## src/rtl/ssc_pkg.sv

```systemverilog
package ssc_pkg;
  localparam int REG_W = 8;

  typedef enum logic [2:0] {
    A_CTRL = 3'd0,
    A_LEN  = 3'd1,
    A_BAUD = 3'd2,
    A_STAT = 3'd3,
    A_TX   = 3'd4,
    A_RX   = 3'd5
  } reg_addr_e;

  // bit 4 irq_en, bit 3 tx_en, bit 2 cpha, bit 1 cpol, bit 0 master
  typedef struct packed {
    logic irq_en;
    logic tx_en;
    logic cpha;
    logic cpol;
    logic master;
  } ctrl_t;
endpackage

```

## src/rtl/ssc_baud.sv

```systemverilog
module ssc_baud #(
  parameter int DIV_W   = 7,
  parameter int MIN_DIV = 4
) (
  input  logic             clk,
  input  logic             rst,
  input  logic             run,
  input  logic [DIV_W-1:0] div,
  output logic             lead,
  output logic             trail
);
  localparam int CW = DIV_W + 1;

  logic [CW-1:0] period, half, cnt;

  always_comb begin
    if ({1'b0, div} < CW'(MIN_DIV - 1)) period = CW'(MIN_DIV);
    else                                period = {1'b0, div} + 1'b1;
    half = period >> 1;
  end

  always_ff @(posedge clk) begin
    if (rst || !run)               cnt <= '0;
    else if (cnt == period - 1'b1) cnt <= '0;
    else                           cnt <= cnt + 1'b1;
  end

  assign lead  = run && (cnt == half - 1'b1);
  assign trail = run && (cnt == period - 1'b1);
endmodule

```

## src/rtl/ssc_sync.sv

```systemverilog
module ssc_sync #(
  parameter int STAGES = 2
) (
  input  logic clk,
  input  logic rst,
  input  logic cpol,
  input  logic sclk_i,
  input  logic mosi_i,
  input  logic ste_n_i,
  output logic selected,
  output logic din,
  output logic lead,
  output logic trail
);
  logic [STAGES-1:0] clk_sh, dat_sh, sel_sh;
  logic              clk_prev;
  logic              sclk_s, edge_seen;

  always_ff @(posedge clk) begin
    if (rst) begin
      clk_sh   <= '0;
      dat_sh   <= '0;
      sel_sh   <= '1;
      clk_prev <= 1'b0;
    end else begin
      clk_sh   <= {clk_sh[STAGES-2:0], sclk_i};
      dat_sh   <= {dat_sh[STAGES-2:0], mosi_i};
      sel_sh   <= {sel_sh[STAGES-2:0], ste_n_i};
      clk_prev <= sclk_s;
    end
  end

  assign sclk_s    = clk_sh[STAGES-1];
  assign selected  = !sel_sh[STAGES-1];
  assign din       = dat_sh[STAGES-1];
  assign edge_seen = selected && (sclk_s != clk_prev);
  assign lead      = edge_seen && (clk_prev == cpol);
  assign trail     = edge_seen && (clk_prev != cpol);
endmodule

```

## src/rtl/ssc_shift.sv

```systemverilog
module ssc_shift #(
  parameter int DW = 8,
  localparam int LW = $clog2(DW)
) (
  input  logic          clk,
  input  logic          rst,
  input  logic          load,
  input  logic [DW-1:0] load_data,
  input  logic [LW-1:0] len_m1,
  input  logic          cpha,
  input  logic          clear,
  input  logic          lead,
  input  logic          trail,
  input  logic          din,
  output logic          dout,
  output logic          done_pulse,
  output logic [DW-1:0] rx_data
);
  logic [DW-1:0] sh, sh_next, mask;
  logic [LW-1:0] bcnt;
  logic          smp;

  always_comb begin
    sh_next = {sh[DW-2:0], cpha ? din : smp};
    mask    = ~({DW{1'b1}} << ({1'b0, len_m1} + 1'b1));
  end

  always_ff @(posedge clk) begin
    if (rst) begin
      sh         <= '0;
      bcnt       <= '0;
      smp        <= 1'b0;
      dout       <= 1'b0;
      done_pulse <= 1'b0;
      rx_data    <= '0;
    end else begin
      done_pulse <= 1'b0;
      if (load) begin
        sh   <= load_data;
        bcnt <= '0;
        dout <= load_data[DW-1];
      end else if (clear) begin
        bcnt <= '0;
      end else if (lead) begin
        if (!cpha) smp  <= din;
        else       dout <= sh[DW-1];
      end else if (trail) begin
        sh <= sh_next;
        if (!cpha) dout <= sh[DW-2];
        if (bcnt == len_m1) begin
          bcnt       <= '0;
          done_pulse <= 1'b1;
          rx_data    <= sh_next & mask;
        end else begin
          bcnt <= bcnt + 1'b1;
        end
      end
    end
  end
endmodule

```

## src/rtl/sync_serial_ctl.sv

```systemverilog
module sync_serial_ctl
  import ssc_pkg::*;
#(
  parameter int BUS_W       = 16,
  parameter int DW          = 8,
  parameter int DIV_W       = 7,
  parameter int SYNC_STAGES = 2
) (
  input  logic             clk,
  input  logic             rst,
  input  logic [2:0]       bus_addr,
  input  logic             bus_wr,
  input  logic             bus_rd,
  input  logic [BUS_W-1:0] bus_wdata,
  output logic [BUS_W-1:0] bus_rdata,
  output logic             irq,
  input  logic             sclk_i,
  output logic             sclk_o,
  output logic             sclk_oe,
  input  logic             mosi_i,
  output logic             mosi_o,
  output logic             mosi_oe,
  input  logic             miso_i,
  output logic             miso_o,
  output logic             miso_oe,
  input  logic             ste_n_i,
  output logic             ste_n_o
);
  localparam int LW = $clog2(DW);

  ctrl_t            ctrl_q;
  logic [LW-1:0]    len_q;
  logic [DIV_W-1:0] baud_q;
  logic             done_q, ovr_q, busy_q, sclk_q;
  logic [REG_W-1:0] rd_byte;
  logic             unused_bits;

  logic tx_wr, rx_rd, start, load;
  logic m_lead, m_trail, s_lead, s_trail, s_sel, s_din;
  logic ev_lead, ev_trail, ev_din, dout, done_pulse;
  logic [DW-1:0] rx_data;

  assign unused_bits = ^bus_wdata;
  assign tx_wr = bus_wr && (bus_addr == A_TX);
  assign rx_rd = bus_rd && (bus_addr == A_RX);
  assign start = tx_wr && ctrl_q.master && !busy_q;
  assign load  = start || (tx_wr && !ctrl_q.master);

  ssc_baud #(.DIV_W(DIV_W)) u_baud (
    .clk(clk), .rst(rst), .run(busy_q && ctrl_q.master), .div(baud_q),
    .lead(m_lead), .trail(m_trail)
  );

  ssc_sync #(.STAGES(SYNC_STAGES)) u_sync (
    .clk(clk), .rst(rst), .cpol(ctrl_q.cpol), .sclk_i(sclk_i),
    .mosi_i(mosi_i), .ste_n_i(ste_n_i), .selected(s_sel),
    .din(s_din), .lead(s_lead), .trail(s_trail)
  );

  assign ev_lead  = ctrl_q.master ? m_lead  : s_lead;
  assign ev_trail = ctrl_q.master ? m_trail : s_trail;
  assign ev_din   = ctrl_q.master ? miso_i  : s_din;

  ssc_shift #(.DW(DW)) u_shift (
    .clk(clk), .rst(rst), .load(load), .load_data(bus_wdata[DW-1:0]),
    .len_m1(len_q), .cpha(ctrl_q.cpha), .clear(!ctrl_q.master && !s_sel),
    .lead(ev_lead), .trail(ev_trail), .din(ev_din), .dout(dout),
    .done_pulse(done_pulse), .rx_data(rx_data)
  );

  always_ff @(posedge clk) begin
    if (rst) begin
      ctrl_q <= '0;
      len_q  <= '0;
      baud_q <= '0;
    end else if (bus_wr) begin
      case (bus_addr)
        A_CTRL:  ctrl_q <= ctrl_t'(bus_wdata[$bits(ctrl_t)-1:0]);
        A_LEN:   len_q  <= bus_wdata[LW-1:0];
        A_BAUD:  baud_q <= bus_wdata[DIV_W-1:0];
        default: ;
      endcase
    end
  end

  always_ff @(posedge clk) begin
    if (rst) begin
      busy_q <= 1'b0;
      sclk_q <= 1'b0;
      done_q <= 1'b0;
      ovr_q  <= 1'b0;
    end else begin
      if (!ctrl_q.master)  busy_q <= 1'b0;
      else if (start)      busy_q <= 1'b1;
      else if (done_pulse) busy_q <= 1'b0;

      if (!ctrl_q.master || !busy_q) sclk_q <= ctrl_q.cpol;
      else if (m_lead)               sclk_q <= ~ctrl_q.cpol;
      else if (m_trail)              sclk_q <= ctrl_q.cpol;

      if (done_pulse)  done_q <= 1'b1;
      else if (rx_rd)  done_q <= 1'b0;

      if (done_pulse && done_q && !rx_rd) ovr_q <= 1'b1;
      else if (rx_rd)                     ovr_q <= 1'b0;
    end
  end

  always_comb begin
    rd_byte = '0;
    case (bus_addr)
      A_CTRL:  rd_byte[$bits(ctrl_t)-1:0] = ctrl_q;
      A_LEN:   rd_byte[LW-1:0]            = len_q;
      A_BAUD:  rd_byte[DIV_W-1:0]         = baud_q;
      A_STAT:  rd_byte[1:0]               = {ovr_q, done_q};
      A_RX:    rd_byte[DW-1:0]            = rx_data;
      default: rd_byte = '0;
    endcase
  end

  always_ff @(posedge clk) begin
    if (rst)         bus_rdata <= '0;
    else if (bus_rd) bus_rdata <= {{(BUS_W-REG_W){1'b0}}, rd_byte};
  end

  assign irq     = done_q && ctrl_q.irq_en;
  assign sclk_o  = sclk_q;
  assign sclk_oe = ctrl_q.master;
  assign ste_n_o = !(ctrl_q.master && busy_q);
  assign mosi_o  = dout;
  assign mosi_oe = ctrl_q.master && ctrl_q.tx_en;
  assign miso_o  = dout;
  assign miso_oe = !ctrl_q.master && ctrl_q.tx_en && s_sel;
endmodule

```

## config.mk

```make
export PLATFORM = sky130hd
export DESIGN_NAME = sync_serial_ctl
export DESIGN_NICKNAME = d
export VERILOG_FILES = /design/src/rtl/ssc_pkg.sv /design/src/rtl/ssc_baud.sv /design/src/rtl/ssc_sync.sv /design/src/rtl/ssc_shift.sv /design/src/rtl/sync_serial_ctl.sv
export SDC_FILE = /design/constraint.sdc
export NUM_CORES = 1
export LEC_CHECK = 0
export ABC_AREA = 0
export BUFFER_PORTS_ARGS = -buffer_cell sky130_fd_sc_hd__buf_2
export CAP_MARGIN = 30
export CORE_MARGIN = 2
export CORE_UTILIZATION = 45
export DETAILED_ROUTE_END_ITERATION = 10
export PLACE_DENSITY = 0.67
export SLEW_MARGIN = 25
export SYNTH_ARGS = -nofsm -noshare
export SYNTH_HDL_FRONTEND = slang
export SYNTH_HIERARCHICAL = 1
export SYNTH_SLANG_ARGS = --single-unit
```

## constraint.sdc

```tcl
create_clock -name clk -period 3.65 [get_ports clk]
set_input_delay 0.365 -clock clk [delete_from_list [all_inputs] [get_ports clk]]
set_output_delay 0.365 -clock clk [all_outputs]
set_load 0.01 [all_outputs]
```

Word-level counts from Yosys, hierarchy flattened

Cells that the tools add are included.
W data, S select, Z words.

$add $sub $neg: 6
$mul: 0
Divide/modulo/power cells: 0
Magnitude comparators: 1
Eq/ne operators: 15
Shift operators: 1
Mux-type cells: 30
Bitwise operators: 9
Reductions and logical operators: 45

Operators with widths:

| cell                  | count |
|---|---|
| $mux W8               | 5 |
| $mux W1               | 20 |
| $logic_and A1 B1 Y1   | 18 |
| $eq A8 B8 Y1          | 2 |
| $pmux W2 S5           | 1 |
| $add A7 B1 Y8 const B | 1 |
| $add A8 B1 Y8 const B | 1 |
| $and A8 B8 Y8         | 1 |
| $not A8 Y8            | 1 |
| $reduce_and A2 Y1     | 4 |
| $reduce_and A4 Y1     | 2 |
| $reduce_bool A2 Y1    | 4 |
| $shl A8 B4 Y8 const A | 1 |
| $sub A7 B1 Y8 const B | 1 |
| $sub A8 B1 Y8 const B | 1 |
| $lt A7 B2 Y1 const B  | 1 |
| $not A1 Y1            | 7 |
| $eq A3 B2 Y1 const B  | 2 |
| $eq A3 B3 Y1 const B  | 2 |
| $pmux W2 S3           | 1 |
| $reduce_bool A3 Y1    | 2 |
| $logic_not A1 Y1      | 5 |
| $reduce_and A5 Y1     | 1 |
| $reduce_or A5 Y1      | 1 |
| 17 further kinds      | 22 |

Register bits: 64
Bits in latches: 0
Memory bits (writable): 0
Memory bits (read-only): 0
Bits of input ports: 27
Logic and storage cells: 130
Memories: 0

Longest topological paths before layout

Gate-level depths: netlist of run 1.

Depth in word-level cells: 10
Mapped depth: 17
Depth with buffers taken out: 15

Hierarchy

Netlist of run 1, hierarchy kept.

By module, submodules not included:

| module          | instances | cells each | area each (um^2) |
|---|---|---|---|
| sync_serial_ctl | 1         | 150        | 1,345.0 |
| ssc_baud        | 1         | 147        | 1,222.4 |
| ssc_shift       | 1         | 130        | 1,142.3 |
| ssc_sync        | 1         | 21         | 225.2 |

Worst setup path before layout of run 1

Ideal clock, no wire load.

Path kind: reg2reg
Start: register baud_q[0]
End: register u_shift.sh[1]
Library setup time: 0.128 ns
Data arrival time: 3.824 ns
Slack: -0.302 ns
Cell stages (with the launch flop): 16
Path buffers: 0
Cells stage by stage: dfxtp_1 -> ha_1 -> and2_4 -> a2bb2oi_2 -> ha_1 -> nor4b_1 -> a22oi_1 -> xnor2_1 -> nand3_1 -> a211oi_4 -> and3_1 -> mux2_2 -> nor3b_2 -> mux2_2 -> mux2i_1 -> nor2_1

Longest elaborated chain between the ends: 8
Elaborated cells on any way between the ends: 14

RTL lines:

| element                                       | RTL line                       | text |
|---|---|---|
| start, declared                               | sync_serial_ctl.sv:33          | `logic [DIV_W-1:0] baud_q;` |
| start signal, assigned                        | sync_serial_ctl.sv:80          | `A_BAUD: baud_q <= bus_wdata[DIV_W-1:0];` |
| $add A7 B1 Y8 or $lt A7 B2 Y1 (tied branches) | ssc_baud.sv:18, ssc_baud.sv:17 |  |
| $mux W8 *                                     | ssc_baud.sv:17                 | `if ({1'b0, div} < CW'(MIN_DIV - 1)) period = CW'(MIN_DIV);` |
| $sub A8 B1 Y8 *                               | ssc_baud.sv:29                 | `assign trail = run && (cnt == period - 1'b1);` |
| $eq A8 B8 Y1 *                                | ssc_baud.sv:29                 |  |
| $logic_and A1 B1 Y1 *                         | ssc_baud.sv:29                 |  |
| via m_trail                                   | sync_serial_ctl.sv:39          | `logic m_lead, m_trail, s_lead, s_trail, s_sel, s_din;` |
| $mux W1 *                                     | sync_serial_ctl.sv:61          | `assign ev_trail = ctrl_q.master ? m_trail : s_trail;` |
| via ev_trail                                  | sync_serial_ctl.sv:40          | `logic ev_lead, ev_trail, ev_din, dout, done_pulse;` |
| $reduce_bool A2 Y1 (no line) *                | n/a                            |  |
| $reduce_and A3 Y1 (no line) *                 | n/a                            |  |
| end signal, assigned                          | ssc_shift.sv:39                | `sh <= load_data;` |
| end signal, assigned                          | ssc_shift.sv:48                | `sh <= sh_next;` |
| end, declared                                 | ssc_shift.sv:19                | `logic [DW-1:0] sh, sh_next, mask;` |

Mark *: on every way through the listed nets, which the timed path passes. The rest lies on a longest branch.
A chain may end at the register's enable or synchronous reset.

Worst setup path after layout of run 1

Start: register baud_q[0]
End: register u_shift.rx_data[7]

Elaborated cells on any way between the ends: 13

RTL lines:

| element                                       | RTL line                       | text |
|---|---|---|
| $add A7 B1 Y8 or $lt A7 B2 Y1 (tied branches) | ssc_baud.sv:18, ssc_baud.sv:17 |  |
| $mux W8 *                                     | ssc_baud.sv:17                 |  |
| $sub A8 B1 Y8 *                               | ssc_baud.sv:29                 |  |
| $eq A8 B8 Y1 *                                | ssc_baud.sv:29                 |  |
| $logic_and A1 B1 Y1 *                         | ssc_baud.sv:29                 |  |
| via m_trail                                   | sync_serial_ctl.sv:39          |  |
| $mux W1 *                                     | sync_serial_ctl.sv:61          |  |
| via ev_trail                                  | sync_serial_ctl.sv:40          |  |
| $reduce_and A5 Y1 (no line) *                 | n/a                            |  |
| end signal, assigned                          | ssc_shift.sv:53                | `rx_data <= sh_next & mask;` |
| end, declared                                 | ssc_shift.sv:17                | `output logic [DW-1:0] rx_data` |

Marks and branches as above.

==> results of run 1 <==
flip-flops by register name, summed over array words and instances (netlist names):
| signal | count |
|---|---|
| busy_q | 1 |
| bus_rdata | 8 |
| u_baud/cnt | 8 |
| u_shift/rx_data | 8 |
| baud_q | 7 |
| len_q | 3 |
| u_shift/smp | 1 |
| u_shift/dout | 1 |
| u_shift/done_pulse | 1 |
| u_sync/sel_sh | 2 |
| u_shift/bcnt | 3 |
| u_sync/clk_prev | 1 |
| sclk_o | 1 |
| done_q | 1 |
| u_sync/dat_sh | 2 |
| u_shift/sh | 8 |
| ovr_q | 1 |
| u_sync/clk_sh | 2 |
| sclk_oe | 1 |
| ctrl_q | 4 |
layer usage:
layer	GRT usage	vias to the layer above
met5	0	-
met3	0.0403	17
met4	0.0652	0
met2	0.334	52
li1	-	1675
met1	0.256	1600
power by group:
group | internal (uW) | switching, uW | total, uW | leakage (uW)
clock | 403 | 260 | 663 | 0.000108
combinational | 81.1 | 100 | 182 | 0.00108
sequential | 708 | 10.5 | 718 | 0.000520
total | 1190 | 371 | 1560 | 0.00171
path summary, 6_finish.rpt:
kind / from / to / depth (start not counted)
hold reg to reg: u_sync/sel_sh[0]$_SDFF_PP1_ / u_sync/sel_sh[1]$_SDFF_PP1_ / 1
setup / recovery: baud_q[0]$_SDFFE_PP0P_ / u_shift/rx_data[7]$_SDFFE_PP0P_ / 16
setup reg to reg: baud_q[0]$_SDFFE_PP0P_ / u_shift/rx_data[7]$_SDFFE_PP0P_ / 16
hold / removal: ste_n_i / u_sync/sel_sh[0]$_SDFF_PP1_ / 2
worst register-to-register path: stages (launching register included):
cell	delay, ns
dfxtp_4	0.38
ha_4	0.18
and2_4	0.17
a2bb2oi_4	0.16
ha_4	0.18
nor4b_4	0.13
a22oi_2	0.26
buf_4	0.16
o211ai_1	0.08
or3_1	0.39
nand4_2	0.10
and3_4	0.20
mux2_4	0.18
nor4b_4	0.28
nand4_4	0.13
or3_4	0.40
a21oi_2	0.13
per-stage QoR:
stage / hold WS [ns] / setup slack [ns] / instances / setup TNS, ns
after detailed placement: 0.396 / -0.176 / 587 / -1.90
final: 0.205 / 0.0857 / 610 / 0
after global routing: 0.201 / -0.0621 / 610 / -0.216
after floorplan: 0.389 / 0.0343 / 455 / 0
after CTS: 0.197 / 0.00823 / 604 / 0
after global placement: 0.394 / 0.00694 / 587 / 0
final cells by class:
class	instances	area (sq um)	share of cell area
flip-flops and latches	64	1290	0.278
repair buffers	61	389	0.0837
inverters	17	63.8	0.0137
clock buffers	13	149	0.0320
well taps	108	135	0.0291
multi-input cells	344	2560	0.550
clock inverters	3	65.1	0.0140
logic make-up after synthesis:
logic type | after synthesis | synth area share
AOI/OAI and AO/OA | 81 | 0.148
xor gates and xnor gates | 34 | 0.0830
adders and majority gates | 9 | 0.0286
buffers and inverters | 47 | 0.0595
DFF | 64 | 0.326
muxes | 43 | 0.114
other | 1 | 0.000953
and+or+nand+nor | 169 | 0.241
Yosys cell counts (2+ instances only):
master,number
o211ai_1,7
o31ai_1,3
o22ai_1,3
and4_1,2
xor2_1,9
nand2_1,30
nor2_1,44
buf_4,11
buf_1,3
nor4_1,3
mux2_2,14
a211oi_1,10
nor2_4,2
nor3b_2,2
mux2i_1,29
a22oi_1,2
clkbuf_1,8
nor4b_1,2
or2_2,3
a31oi_1,7
nand4_1,4
inv_1,17
and3_1,4
dfxtp_1,64
nor3_1,7
nor2b_1,8
a21oi_1,23
a32oi_1,3
buf_2,7
xnor2_1,23
o21ai_0,9
ha_1,9
nand2b_1,13
nor3_2,2
nand3b_1,4
or3_1,3
a221oi_1,2
nand3_1,21
and2_1,5
placed cells by master (no fill, tap or decap), types with 4 or more instances in the layout:
cell      instances
dfxtp_1          61
xor2_1            9
inv_1            17
xnor2_1          23
conb_1            8
a211oi_1          9
o211ai_1          7
ha_1              7
nand3_1          21
nand2_1          30
mux2i_1          29
mux2_2           13
a31oi_1           7
and2_1            5
buf_4            25
nor2_1           43
nand3b_1          4
a21oi_1          22
nor2b_1           8
nand2b_1         13
o21ai_0           9
clkbuf_8         10
nor3_1            7
buf_2            34
nand4_1           4
timing repair:
item	CTS	global route
endpoints found under the setup margin	16	18
setup buffers	1	5
pin swaps	0	9
gates resized for setup	5	16
cloned	0	0
==> impl_metrics.ini, run 1 <==
[run_status]
outcome = finished, final reports clean

[floorplan]
die_h_um = 97.5
core_sq_mm = 0.00859
start_util = 0.458
row_count = 34
die_w_um = 97.5
die-area_sq_mm = 0.00951
io_pins = 51

[power_and_ir_drop]
power_uw = 1560
p_leak_uw = 0.00171
irDropWorstVdd_v = 0.000169
p_per_area_mw_per_mm2 = 336

[critical_path]
reg2reg_slack_ns = 0.09
startpoint_type = flip-flop
endpoint_kind = flip-flop
arrival_ns = 3.84
cpPeakStageDelay_ns = 0.40
path_max_fanout = 6
path_buf_inv = 1
worstPathCellList = ha_4, and2_4, a2bb2oi_4, ha_4, nor4b_4, a22oi_2, buf_4, o211ai_1, or3_1, nand4_2, and3_4, mux2_4, nor4b_4, nand4_4, or3_4, a21oi_2
crit_required_ns = 3.93
critPathTopFamily = simple AND/OR/NAND/NOR gates
crit_slowest_cell = or3_4
worst-setup-path-type = flip-flop to flip-flop

[clocking]
cts_tree = yes
cts.sink_count = 64
h-tree-depth = 3
clk_pin_slew_worst_paths_ns = 0.07
worstSkewPairLatency_ns = 0.34
cts_max_path_buffers = 2
root_buffer = clkbuf_8
cts_hold_buffers = 0
cts_buffers = 9

[cells_and_area]
final_nets = 533
n_antenna_cell = 0
n_fill_cell = 801
fin_util = 0.541
areaGrowthSynthToFinish_pct = 18.1
drive_gt1_frac = 0.249
final_area_sq_mm = 0.00465

[job]
drv_cap = 0

[timing]
fin_crit_sh = 0.977
slew_viol_final = 0
max_clock_freq_mhz = 281
worstMarginPinSlew_ns = 0.644
slew_headroom = 0.567
setup_viol = 0
skew_ns = 0.00643
grt_setup_unrepaired = true
hold_viol_final = 0
fin_crit_ns = 3.56

[routing]
drc_errors = 0
routed_wirelength_um = 9240
detail-route-antenna-nets = 0
wl_per_cell_um = 15.1
drt_first_pass_iters = 4
vias = 3344
routed-wl-met2_um = 4600
highest_layer = met4
wl_met1_um = 4210
vias_per_cell = 5.48
dr_wl_met3_um = 252
drt-initial-drc-count = 178

[grt]
grt_overflow = 0
grt_start_max_net_pins = 56
grt_pass1_vias = 3213
grt_pass1_wl_um = 15500
antenna_found_initial = 0
grt_util_all_layers = 0.199

[logic_synthesis]
ys_top_cells_by_area = dfxtp_1 33%, mux2i_1 7.4%, xnor2_1 5.1%, nor2_1 4.2%, mux2_2 4.0%
synth.yosys.warnings = 6
synth_edf_count = 0
syn_inst = 448
ys_types = 65
synthFlopType = dfxtp_1
yosysTopAreaCellShare = 0.326
synth_top_cell_by_area = dfxtp_1
synthesis.area_sq_mm = 0.00394
async_flop_share = 0
syn_area_per_cell_sq_um = 8.78
yosys_register_bits = 64
ys_seq_area_frac = 0.326

[placed_design]
port_buffers = 34
gp_congestion = 0.831
dpl_cell_area_sq_mm = 0.00427
dp_hpwl_um = 6790

[min_path]
hold_path_class = primary input to flip-flop
(Power assumes the default switching activity.)
==> inputs of run 2 (changes only) <==
CORE_UTILIZATION = 58   (was 45)
PLACE_DENSITY = 0.8   (was 0.67)
clock period = 3.3 ns   (was 3.65 ns; I/O delays follow)
==> run 2 against run 1 <==
The flow now finishes with violations (negative setup slack). Worst setup slack worse by 0.17 ns. Maximum frequency up 5.3%. Wire length up 2.4%. Largest cell class unchanged. Highest routed layer unchanged.
==> impl_metrics.ini, run 2 (synthesis results as in run 1) <==
[placed_design]
dp_hpwl_um = 6670
dpl_cell_area_sq_mm = 0.00442
pre_cts_ws_ns = -0.104
port_buffers = 34
gp_congestion = 0.948
placed_cells = 568

[timing]
setup_viol = 14
skew_ns = 0.00976
slew_viol_final = 0
max_clock_freq_mhz = 295
setup_slack_ns = -0.0857
hold_viol_final = 0
slew_headroom = 0.588
worstMarginPinSlew_ns = 0.614
fin_crit_sh = 1.03
grt_setup_unrepaired = true
fin_crit_ns = 3.39

[routing]
drt_first_pass_iters = 5
wl_per_cell_um = 16.0
vias = 3462
drc_errors = 0
routed_wirelength_um = 9460
drt-initial-drc-count = 271
vias_per_cell = 5.85
detail-route-antenna-nets = 0

[critical_path]
path_max_fanout = 8
r2r_start = baud_q[0]$_SDFFE_PP0P_
crit_required_ns = 3.53
rr_endpoint = u_shift/sh[1]$_SDFFE_PP0P_
reg2reg_slack_ns = -0.09
worst-setup-path-type = flip-flop to flip-flop
crit_slowest_cell = or3_1
r2r_cells = 16
worstPathCellList = ha_4, and2_4, a2bb2oi_4, ha_4, nor4b_4, a22oi_2, o211ai_1, or3_1, nand4_2, and3_4, mux2_4, nor3b_4, buf_12, mux2_4, mux2i_1, nor2_1
arrival_ns = 3.62
endpoint = u_shift/sh[1]$_SDFFE_PP0P_
path_buf_inv = 1
cpPeakStageDelay_ns = 0.38
startpoint = baud_q[0]$_SDFFE_PP0P_
endpoint_kind = flip-flop
critPathTopFamily = simple AND/OR/NAND/NOR gates
startpoint_type = flip-flop
crit_cells = 16

[clocking]
cts_max_path_buffers = 2
cts_tree = yes
root_buffer = clkbuf_8
cts_hold_buffers = 0
cts.sink_count = 64
worstSkewPairLatency_ns = 0.35
clk_pin_slew_worst_paths_ns = 0.07
cts_buffers = 9
h-tree-depth = 3

[grt]
grt_start_max_net_pins = 56
antenna_found_initial = 0
grt_pass1_wl_um = 15400
grt_util_all_layers = 0.263
grt_pass1_vias = 3251
grt_overflow = 0

[floorplan]
die-area_sq_mm = 0.00746
die_h_um = 86.4
die_w_um = 86.4
core_sq_mm = 0.00668
start_util = 0.589
io_pins = 51
row_count = 30

[power_and_ir_drop]
p_sw_uw = 441
power_uw = 1710
p_per_area_mw_per_mm2 = 362
clkPwrFrac = 0.414
combPwrFrac = 0.123
irDropWorstVdd_v = 0.000268
p_int_uw = 1270
p_leak_uw = 0.00178
pwr-share-seq = 0.463
swShare = 0.258

[cells_and_area]
drive_gt1_frac = 0.271
stdcell_count = 592
n_antenna_cell = 0
n_fill_cell = 525
final_cell_mix = 61 x dfxtp_1, 43 x nor2_1, 35 x buf_4
final_common_cell = dfxtp_1
areaGrowthSynthToFinish_pct = 20.2
final_nets = 543
final_area_sq_mm = 0.00473

[job]
drv_cap = 0

[min_path]
hold_path_class = primary input to flip-flop
min_from = ste_n_i

[run_status]
outcome = complete, but fails checks
violations = negative setup slack
-- run 2: cell types whose count changed in the layout (fill, tap and decap cells not counted), sizes merged --
| cell | change |
|---|---|
| buf | +10 |
| bufinv | -1 |
| clkbuf | -2 |
| clkinv | +3 |
-- run 2: cell type report --
| cell class | count | area (sq um) | area share |
|---|---|---|---|
| clock buffers | 11 | 153 | 0.0323 |
| clock inverters | 5 | 53.8 | 0.0114 |
| inverters | 17 | 63.8 | 0.0135 |
| multi-input cells | 344 | 2600 | 0.549 |
| flip-flops and latches | 64 | 1290 | 0.273 |
| well taps | 80 | 100 | 0.0212 |
| repair buffers | 71 | 473 | 0.100 |
-- run 2: worst min path at each step --
| stage | to | depth (start not counted) |
|---|---|---|
| 2_1_floorplan | u_sync/sel_sh[1]$_SDFF_PP1_ | 1 |
| 3_3_place_gp | u_sync/sel_sh[1]$_SDFF_PP1_ | 1 |
| 3_5_place_dp | u_sync/sel_sh[1]$_SDFF_PP1_ | 1 |
| 4_1_cts | u_sync/sel_sh[0]$_SDFF_PP1_ | 2 |
| 5_1_grt | u_sync/sel_sh[0]$_SDFF_PP1_ | 2 |
| 6_report | u_sync/sel_sh[0]$_SDFF_PP1_ | 2 |
-- run 2: power by group through the flow --
stage	logic, uW	registers, uW	clock network (uW)
4_1_cts	201	792	722
3_5_place_dp	200	810	0
2_1_floorplan	145	809	0
3_3_place_gp	195	809	0
6_report	210	792	708
5_1_grt	230	793	756
-- run 2: what timing repair did --
item                                    4_1_cts  5_1_grt
setup buffers                                 1        6
cloned                                        0        0
endpoints found under the setup margin       14       19
pin swaps                                     5        9
resized for setup                             4        4
-- run 2: layer usage --
layer | wire length, um | GRT usage | vias up
li1 | - | - | 1686
met3 | 468 | 0.0514 | 21
met1 | 3970 | 0.329 | 1646
met5 | 0 | 0 | -
met4 | 213 | 0.114 | 0
met2 | 4800 | 0.440 | 109
-- run 2: through the flow --
step	hold WS (ns)	setup TNS, ns	util
after CTS	0.154	-0.733	0.696
after global routing	0.155	-3.42	0.708
after detailed placement	0.393	-1.06	0.662
after floorplan	0.389	-1.57	-
final	0.171	-0.635	0.708
after global placement	0.395	-0.110	0.662
==> inputs of run 3 (changes only) <==
CORE_UTILIZATION = 51   (was 58)
MAX_ROUTING_LAYER = met4   (was unset)
PLACE_DENSITY = 0.72   (was 0.8)
==> run 3 against run 2 <==
The flow still finishes with violations (negative setup slack). Via count is 1.3% lower. Clock-buffer cell count is 2 higher. Non-clock buffer count is 1 lower. Critical path depth stayed put. Power is 3.5% higher. Global-route usage is 2.7 points lower. First-iteration DRC count is 6.3% lower. Critical path type unchanged. Critical endpoint is now u_shift/sh[6]$_SDFFE_PP0P_.
==> impl_metrics.ini, run 3 (synthesis results as in run 1) <==
[run_status]
outcome = complete, but fails checks
violations = negative setup slack

[routing]
routed_wirelength_um = 9470
detail-route-antenna-nets = 0
vias_per_cell = 5.57
vias = 3416
drt_first_pass_iters = 5
wl_per_cell_um = 15.4
drt-initial-drc-count = 254
drc_errors = 0

[placed_design]
dpl_cell_area_sq_mm = 0.00447
gp_congestion = 0.944
dp_hpwl_um = 6960
port_buffers = 34

[cells_and_area]
final_area_sq_mm = 0.00481
n_antenna_cell = 0
drive_gt1_frac = 0.280
n_fill_cell = 662
final_cell_mix = 61 x dfxtp_1, 43 x nor2_1, 34 x buf_2
areaGrowthSynthToFinish_pct = 22.3
final_common_cell = dfxtp_1
final_nets = 542

[critical_path]
cpPeakStageDelay_ns = 0.37
endpoint_kind = flip-flop
crit_required_ns = 3.51
path_max_fanout = 9
worst-setup-path-type = flip-flop to flip-flop
worstPathCellList = ha_4, and2_4, a2bb2oi_4, ha_4, nor4b_4, a22oi_2, xnor2_1, nand3_1, a211oi_4, and3_4, mux2_4, nor3b_4, buf_12, mux2_4, mux2i_1, nor2_1
path_buf_inv = 1
startpoint_type = flip-flop
critPathTopFamily = simple AND/OR/NAND/NOR gates
arrival_ns = 3.65
r2r_cells = 16
crit_slowest_cell = dfxtp_4
crit_cells = 16

[timing]
setup_viol = 13
hold_viol_final = 0
whs_ns = 0.172
slew_viol_final = 0
fin_crit_sh = 1.04
max_clock_freq_mhz = 291
setup_slack_ns = -0.135
worstMarginPinSlew_ns = 0.579
fin_crit_ns = 3.43
skew_ns = 0.0134
slew_headroom = 0.611
grt_setup_unrepaired = true

[power_and_ir_drop]
p_per_area_mw_per_mm2 = 368
power_uw = 1770
p_leak_uw = 0.00179
irDropWorstVdd_v = 0.000234

[floorplan]
start_util = 0.517
die_h_um = 91.8
die_w_um = 91.8
io_pins = 51
core_sq_mm = 0.00761
die-area_sq_mm = 0.00843
row_count = 32

[grt]
grt_overflow = 0
grt_pass1_wl_um = 15400
grt_util_all_layers = 0.235
grt_pass1_vias = 3189
antenna_found_initial = 0
grt_start_max_net_pins = 56

[clocking]
cts_max_path_buffers = 2
cts.sink_count = 64
clk_pin_slew_worst_paths_ns = 0.08
cts_buffers = 9
cts_tree = yes
root_buffer = clkbuf_8
h-tree-depth = 3
worstSkewPairLatency_ns = 0.35

[min_path]
holdPathStages = 2
hold_path_class = primary input to flip-flop

[job]
drv_cap = 0
-- run 3: changes by cell type in the layout (fill, tap and decap cells not counted), moves of 2 or more --
cell | before | now
a21oi_1 | 22 | 20
a21oi_2 | 1 | 3
buf_4 | 35 | 33
clkbuf_8 | 9 | 11
clkinv_2 | 3 | 1
nand3_1 | 21 | 19
nand3_2 | 1 | 3
-- run 3: metrics by stage --
stage,util,cells,setup WS [ns],setup TNS (ns)
2_1_floorplan,-,455,-0.210,-1.57
3_3_place_gp,0.588,593,-0.0298,-0.0719
3_5_place_dp,0.588,593,-0.114,-1.10
4_1_cts,0.620,609,-0.106,-0.703
5_1_grt,0.633,613,-0.262,-3.30
6_report,0.633,613,-0.135,-0.956
-- run 3: power breakdown --
part           internal [uW]  total [uW]  switching [uW]
Clock                    466         767             300
Sequential               783         793            10.4
Combinational           95.6         212             116
-- run 3: repair_timing --
action	CTS	global route
endpoints found under the setup margin	16	21
hold buffers	0	0
pin swaps	2	16
gates resized for setup	5	11
setup buffers	0	3
-- run 3: path summary, 6_finish.rpt --
path | endpoint | start | slack [ns]
setup reg to reg | u_shift/sh[6]$_SDFFE_PP0P_ | baud_q[0]$_SDFFE_PP0P_ | -0.13
hold reg to reg | u_sync/sel_sh[1]$_SDFF_PP1_ | u_sync/sel_sh[0]$_SDFF_PP1_ | 0.41
setup / recovery | u_shift/sh[6]$_SDFFE_PP0P_ | baud_q[0]$_SDFFE_PP0P_ | -0.13
hold / removal | u_sync/sel_sh[0]$_SDFF_PP1_ | ste_n_i | 0.17
-- run 3: cell type report --
class,instances,area [sq um],share of cell area
Inverter,17,63.8,0.0133
Sequential cell,64,1290,0.268
Clock inverter,3,65.1,0.0135
Clock buffer,13,159,0.0330
Multi-Input combinational cell,344,2630,0.547
Tap cell,102,128,0.0265
Timing Repair Buffer,70,477,0.0991
-- run 3: layer usage --
metal	GRT usage	vias up	share of wire
met4	0.0709	0	0.021
met3	0.0485	18	0.049
met2	0.384	95	0.49
met5	-	-	0
met1	0.295	1620	0.44
li1	-	1683	-
